**src/rtl/boost_guard_pkg.sv**
```systemverilog
package boost_guard_pkg;
    typedef enum logic {
        OV_RUN  = 1'b0,
        OV_TRIP = 1'b1
    } ov_state_e;

    typedef enum logic [1:0] {
        UV_BLANK = 2'd0,
        UV_WATCH = 2'd1,
        UV_LOCK  = 2'd2
    } uv_state_e;
endpackage

```
**src/rtl/bg_ov_ctrl.sv**
```systemverilog
module bg_ov_ctrl
    import boost_guard_pkg::*;
#(
    parameter int VCODE_W   = 7,
    parameter int SEL_W     = 2,
    parameter int HYST_STEP = 1
) (
    input  logic               clk,
    input  logic               rst_n,
    input  logic [VCODE_W-1:0] vbst_code,
    input  logic [VCODE_W-1:0] ov_thr,
    input  logic [SEL_W-1:0]   react_sel,
    input  logic               stat_rd,
    output logic               ov_trip,
    output logic               ov_flag
);
    localparam int EXT_W = VCODE_W + SEL_W + 4;

    ov_state_e        st, st_nxt;
    logic [EXT_W-1:0] margin;
    logic [EXT_W-1:0] rel_level;
    logic             trip_req;
    logic             release_ok;

    always_comb begin
        margin     = EXT_W'(react_sel) * EXT_W'(HYST_STEP);
        rel_level  = EXT_W'(vbst_code) + margin;
        trip_req   = (vbst_code > ov_thr);
        release_ok = (rel_level < EXT_W'(ov_thr));
    end

    always_comb begin
        st_nxt = st;
        unique case (st)
            OV_RUN:  if (trip_req)   st_nxt = OV_TRIP;
            OV_TRIP: if (release_ok) st_nxt = OV_RUN;
            default: st_nxt = OV_RUN;
        endcase
    end

    always_ff @(posedge clk or negedge rst_n) begin
        if (!rst_n) st <= OV_RUN;
        else        st <= st_nxt;
    end

    always_comb begin
        ov_trip = (st == OV_TRIP);
    end

    // sticky flag: a new trip wins over a read in the same cycle
    always_ff @(posedge clk or negedge rst_n) begin
        if (!rst_n)                         ov_flag <= 1'b0;
        else if (st_nxt == OV_TRIP)         ov_flag <= 1'b1;
        else if (stat_rd && st == OV_RUN)   ov_flag <= 1'b0;
    end
endmodule

```
**src/rtl/bg_uv_ctrl.sv**
```systemverilog
module bg_uv_ctrl
    import boost_guard_pkg::*;
#(
    parameter int BLANK_CYC = 1500,
    parameter int FILT_W    = 9,
    parameter int UVTHR_W   = 3
) (
    input  logic               clk,
    input  logic               rst_n,
    input  logic [UVTHR_W-1:0] uv_thr,
    input  logic               uv_cmp,
    input  logic [FILT_W-1:0]  filt_len,
    output logic               uv_lock,
    output logic               uv_blank
);
    localparam int BLK_W = (BLANK_CYC < 2) ? 1 : $clog2(BLANK_CYC);

    uv_state_e         st, st_nxt;
    logic [BLK_W-1:0]  blk_cnt, blk_nxt;
    logic [FILT_W-1:0] flt_cnt, flt_nxt;
    logic [FILT_W:0]   flt_inc;
    logic [FILT_W:0]   len_eff;
    logic              uv_act;

    always_comb begin
        uv_act  = (uv_thr != '0) && uv_cmp;
        flt_inc = {1'b0, flt_cnt} + 1'b1;
        len_eff = (filt_len == '0) ? (FILT_W+1)'(1) : {1'b0, filt_len};
    end

    always_comb begin
        st_nxt  = st;
        blk_nxt = blk_cnt;
        flt_nxt = flt_cnt;
        unique case (st)
            UV_BLANK: begin
                if (blk_cnt == BLK_W'(BLANK_CYC - 1)) begin
                    st_nxt  = UV_WATCH;
                    blk_nxt = '0;
                end else begin
                    blk_nxt = blk_cnt + 1'b1;
                end
            end
            UV_WATCH: begin
                if (uv_act) begin
                    if (flt_inc >= len_eff) begin
                        st_nxt  = UV_LOCK;
                        flt_nxt = '0;
                    end else begin
                        flt_nxt = flt_inc[FILT_W-1:0];
                    end
                end else begin
                    flt_nxt = '0;
                end
            end
            UV_LOCK: if (!uv_act) st_nxt = UV_WATCH;
            default: st_nxt = UV_BLANK;
        endcase
    end

    always_ff @(posedge clk or negedge rst_n) begin
        if (!rst_n) begin
            st      <= UV_BLANK;
            blk_cnt <= '0;
            flt_cnt <= '0;
        end else begin
            st      <= st_nxt;
            blk_cnt <= blk_nxt;
            flt_cnt <= flt_nxt;
        end
    end

    always_comb begin
        uv_lock  = (st == UV_LOCK);
        uv_blank = (st == UV_BLANK);
    end
endmodule

```
**src/rtl/boost_guard.sv**
```systemverilog
module boost_guard #(
    parameter int NPHASE    = 3,
    parameter int VCODE_W   = 7,
    parameter int HYST_STEP = 1,
    parameter int BLANK_CYC = 1500,
    parameter int FILT_W    = 9,
    parameter int UVTHR_W   = 3
) (
    input  logic               clk,
    input  logic               rst_n,
    input  logic [VCODE_W-1:0] vbst_code,
    input  logic [VCODE_W-1:0] ov_thr,
    input  logic [1:0]         react_sel,
    input  logic [UVTHR_W-1:0] uv_thr,
    input  logic               uv_cmp,
    input  logic [FILT_W-1:0]  uv_filt_len,
    input  logic               stat_rd,
    output logic [NPHASE-1:0]  pwm_inhibit,
    output logic [NPHASE-1:0]  phase_ok,
    output logic               ov_flag
);
    logic ov_trip;
    logic uv_lock;
    logic uv_blank;
    logic stop_all;

    bg_ov_ctrl #(
        .VCODE_W  (VCODE_W),
        .SEL_W    (2),
        .HYST_STEP(HYST_STEP)
    ) u_ov (
        .clk      (clk),
        .rst_n    (rst_n),
        .vbst_code(vbst_code),
        .ov_thr   (ov_thr),
        .react_sel(react_sel),
        .stat_rd  (stat_rd),
        .ov_trip  (ov_trip),
        .ov_flag  (ov_flag)
    );

    bg_uv_ctrl #(
        .BLANK_CYC(BLANK_CYC),
        .FILT_W   (FILT_W),
        .UVTHR_W  (UVTHR_W)
    ) u_uv (
        .clk     (clk),
        .rst_n   (rst_n),
        .uv_thr  (uv_thr),
        .uv_cmp  (uv_cmp),
        .filt_len(uv_filt_len),
        .uv_lock (uv_lock),
        .uv_blank(uv_blank)
    );

    assign stop_all = ov_trip | uv_lock;

    for (genvar gi = 0; gi < NPHASE; gi++) begin : g_phase
        assign pwm_inhibit[gi] = stop_all;
        assign phase_ok[gi]    = ~stop_all;
    end
endmodule

```
**config.mk**
```make
export PLATFORM = sky130hd
export DESIGN_NAME = boost_guard
export DESIGN_NICKNAME = d
export VERILOG_FILES = /design/src/rtl/boost_guard_pkg.sv /design/src/rtl/bg_ov_ctrl.sv /design/src/rtl/bg_uv_ctrl.sv /design/src/rtl/boost_guard.sv
export SDC_FILE = /design/constraint.sdc
export NUM_CORES = 1
export LEC_CHECK = 0
export ABC_CLOCK_PERIOD_IN_PS = 5200
export BUFFER_PORTS_ARGS = -buffer_cell sky130_fd_sc_hd__buf_2
export CAP_MARGIN = 20
export CORE_ASPECT_RATIO = 1.1
export CORE_MARGIN = 2
export CORE_UTILIZATION = 55
export CTS_CLUSTER_DIAMETER = 50
export CTS_CLUSTER_SIZE = 28
export DETAILED_ROUTE_END_ITERATION = 10
export PLACE_DENSITY = 0.87
export SETUP_SLACK_MARGIN = 0.02
export SYNTH_ARGS = -nofsm -noshare
export SYNTH_HDL_FRONTEND = slang
export SYNTH_SLANG_ARGS = --single-unit
export TNS_END_PERCENT = 1
```
**constraint.sdc**
```tcl
create_clock -name clk -period 5.2 [get_ports clk]
set_input_delay 0 -clock clk [delete_from_list [all_inputs] [get_ports clk]]
set_output_delay 0 -clock clk [all_outputs]
set_load 0.1 [all_outputs]
```
==> key figures <==
Run status
  • Status: finished clean

Timing
  • Max transition margin: about half
  • Period Utilization, post-route: a little over half
  • Max Fclk: 0.3513 GHz
  • Worst Max-Slew Pin Slew: around 760 ps
  • Tmin final: 2847 ps
  • RSZ-0062 raised after global routing: false
  • Clock skew: 1.341 ps
  • Final setup viols: 0
  • Final Max Slew Viols: 0
  • Hold Slack: slightly below 30 ps
  • Final Hold Vio Count: 0
  • Setup_tns: 0 ps

Synth
  • Synthesis-stage register bit count: 24
  • Register area share after synthesis: approximately 30%
  • Area leader, netlist: dfrtp_1
  • Post-Syn Instances: approximately 230
  • Total number of yosys warnings: 0
  • Ys async rst share: 100.0%
  • Post-synth cell types: 46
  • Post-Synthesis Cell Area: slightly above 0.002 mm²
  • Ys flop type: dfrtp_1
  • Synthesized Nets: approximately 290
  • Post-synth EDFFs: 0
  • Top cell type's share of synthesized area: 29.65%
  • Top cells by area, synth: dfrtp_1, ha_1, inv_1
  • Avg Cell Area, Syn: 8.924 µm²

Floorplanning
  • Core ar.: between 0.003 and 0.004 mm²
  • Die span in y: 67.65 µm
  • Initial Util: approximately 56%
  • Die area: between 0.004 and 0.005 mm²
  • Core Rows: 23
  • Ports: 39
  • Die width: ~62 µm

Cells and area
  • Fraction of layout cells with a size suffix above 1: approximately 20%
  • Commonest non-fill, non-tap cell in the layout: buf_2
  • Layout fillers: 324
  • Most frequent cells in the layout: buf_2, ha_1, inv_1
  • Synth-to-layout area growth: 12.11%
  • Inserted Diodes: 0
  • Nets: between 300 and 400
  • Final core occ: between 60% and 70%

CTS
  • Clk root buf: clkbuf_8
  • TritonCTS clock tree: done
  • CTS H-tree lvls: 1
  • Max clock buf depth: 2
  • Clock latency on the worst-skew pair: between 200 and 300 ps
  • Clock slew at reported path FFs: around 80 ps
  • CTS sink count: 24
  • CTS buffer count: 3
  • # resized after CTS: 0

Detailed routing
  • WL/cell: ~13 µm
  • Routed WL: between 3000 and 4000 µm
  • Vias per cell: 5.529
  • DRC viols: 0
  • Initial DRC count: 52
  • Post-route antenna net violation count: 0
  • Drt pass-1 iters: 4
  • Total number of vias: around 1700

Power
  • Max VDD drop: about 170 µV
  • Total power: roughly 0.00065 W
  • Leakage: between 1 and 1.5 nW
  • Cell Pwr Density: 288.1 mW/mm²

Worst setup path
  • R2R Setup Slk: ~2400 ps
  • CP endpoint kind: register
  • Crit-path max FO: 11
  • Worst-case reg-to-reg path depth: 10
  • Critical Path Source Type: register
  • Crit path kind: register to register
  • Reg2reg start: u_uv.flt_cnt[4]
  • Critical path arrival: roughly 3000 ps
  • Worst EP required: about 5400 ps
  • FF-to-FF End: u_uv.st[1]

Min path
  • Hold Crit Endpoint: u_ov.ov_flag
  • Hold crit path type: input port to register
  • Hold Path Stages: 4
  • Hold path startpoint: stat_rd

Global routing
  • Total grt overflow: 0
  • Largest net degree at the start of global routing: 25
  • Total track usage: 18.71%
  • First-pass GRT wire length: approximately 6000 µm
  • Initial antenna violation count: 0
  • Vias in the first global route: about 1500

Placed design
  • IO buf count: 38
  • GPL Wtd Cong: just over 0.9
  • Dpl hpwl: between 3000 and 4000 µm

Run
  • MaxCap Viol Count: 0
==> where the power goes <==
group | internal [W] | switching [W] | leakage (nW) | total [W]
Sequential | 0.000194 | 0.00000729 | 0.309 | 0.000202
Combinational | 0.0000608 | 0.000267 | 0.826 | 0.000328
Clock | 0.0000675 | 0.0000570 | 0.0288 | 0.000124
==> repair_timing <==
| action | CTS | global route |
|---|---|---|
| setup buffers | 0 | 0 |
| endpoints found under the hold margin | 24 | 0 |
| hold buffers | 1 | 0 |
==> per-stage QoR <==
stage               setup WS [ps]  std cells  area (µm²)
global route                 2171        310        2271
floorplan                    2824        227        2026
finish                       2353        310        2271
CTS                          2396        310        2271
global placement             2482        305        2206
detailed placement           2406        305        2206
==> Yosys cell counts, types with 2 or more instances <==
cell,number
o41ai_1,2
o21ai_0,16
o31ai_1,2
buf_6,2
nor3_1,3
a21oi_1,9
dfrtp_1,24
ha_1,26
xor2_1,6
nor4_1,2
nand2_1,18
nand3b_1,2
a31o_2,2
nor2_1,8
nor2b_1,2
a21o_1,5
and3_1,6
nand4_1,9
buf_4,5
inv_1,25
a32o_1,8
nand2b_1,4
a31oi_1,3
and2_1,2
xnor2_1,8
nand4b_1,2
nand3_1,7
==> registers in the layout, summed over array words and instances, names as in the netlist <==
| signal | cells |
|---|---|
| u_uv.st | 2 |
| u_ov.ov_flag | 1 |
| u_uv.blk_cnt | 11 |
| u_uv.flt_cnt | 9 |
| u_ov.ov_trip | 1 |
==> worst max-delay path, cell delays in order (launching register included) <==
cell and delay [ps]:
dfrtp_1 430, and3_1 220, nand2_1 100, nor2_1 150
xor2_1 230, ha_1 290, a21oi_1 140, o21ai_0 110
a211oi_2 680, a21oi_1 150, a31o_2 240
==> final cells by class <==
class                      count  area, µm²  share of cell area [%]
clock buffer                   4      55.05                   2.424
tap                           50      62.56                   2.755
timing repair buffer          39      200.2                   8.815
inverter                      25      93.84                   4.132
multi-input combinational    168       1259                   55.43
sequential                    24      600.6                   26.45
==> worst max-delay path by stage <==
stage,start,endpoint,slack [ps]
final,u_uv.flt_cnt[4],u_uv.st[1],2350
after global routing,u_uv.flt_cnt[4],u_uv.st[1],2170
after CTS,u_uv.flt_cnt[0],u_uv.st[1],2400
after detailed placement,u_uv.flt_cnt[0],u_uv.st[1],2410
after global placement,u_uv.flt_cnt[0],u_uv.st[1],2480
after floorplan,u_uv.flt_cnt[0],u_uv.flt_cnt[1],2820
==> metal layers <==
| metal | track usage [%] | up-vias | part of all wire (%) |
|---|---|---|---|
| met5 | 0 | - | 0 |
| met4 | 3.191 | 0 | 0.51 |
| met3 | 2.299 | 4 | 2.0 |
| met2 | 33.68 | 26 | 51 |
| met1 | 23.92 | 802 | 46 |
| li1 | - | 882 | - |
==> cells by family (layout without fill, tap and decap cells) <==
logic type | after synthesis | count (layout) | synth area share, %
simple gates | 72 | 72 | 20.20
compound gates | 55 | 55 | 18.84
flops | 24 | 24 | 29.65
fa+ha+maj | 27 | 27 | 17.05
xor+xnor | 14 | 14 | 6.053
buf+inv | 35 | 68 | 8.214
No activity file was read; power rests on OpenSTA's default activity.
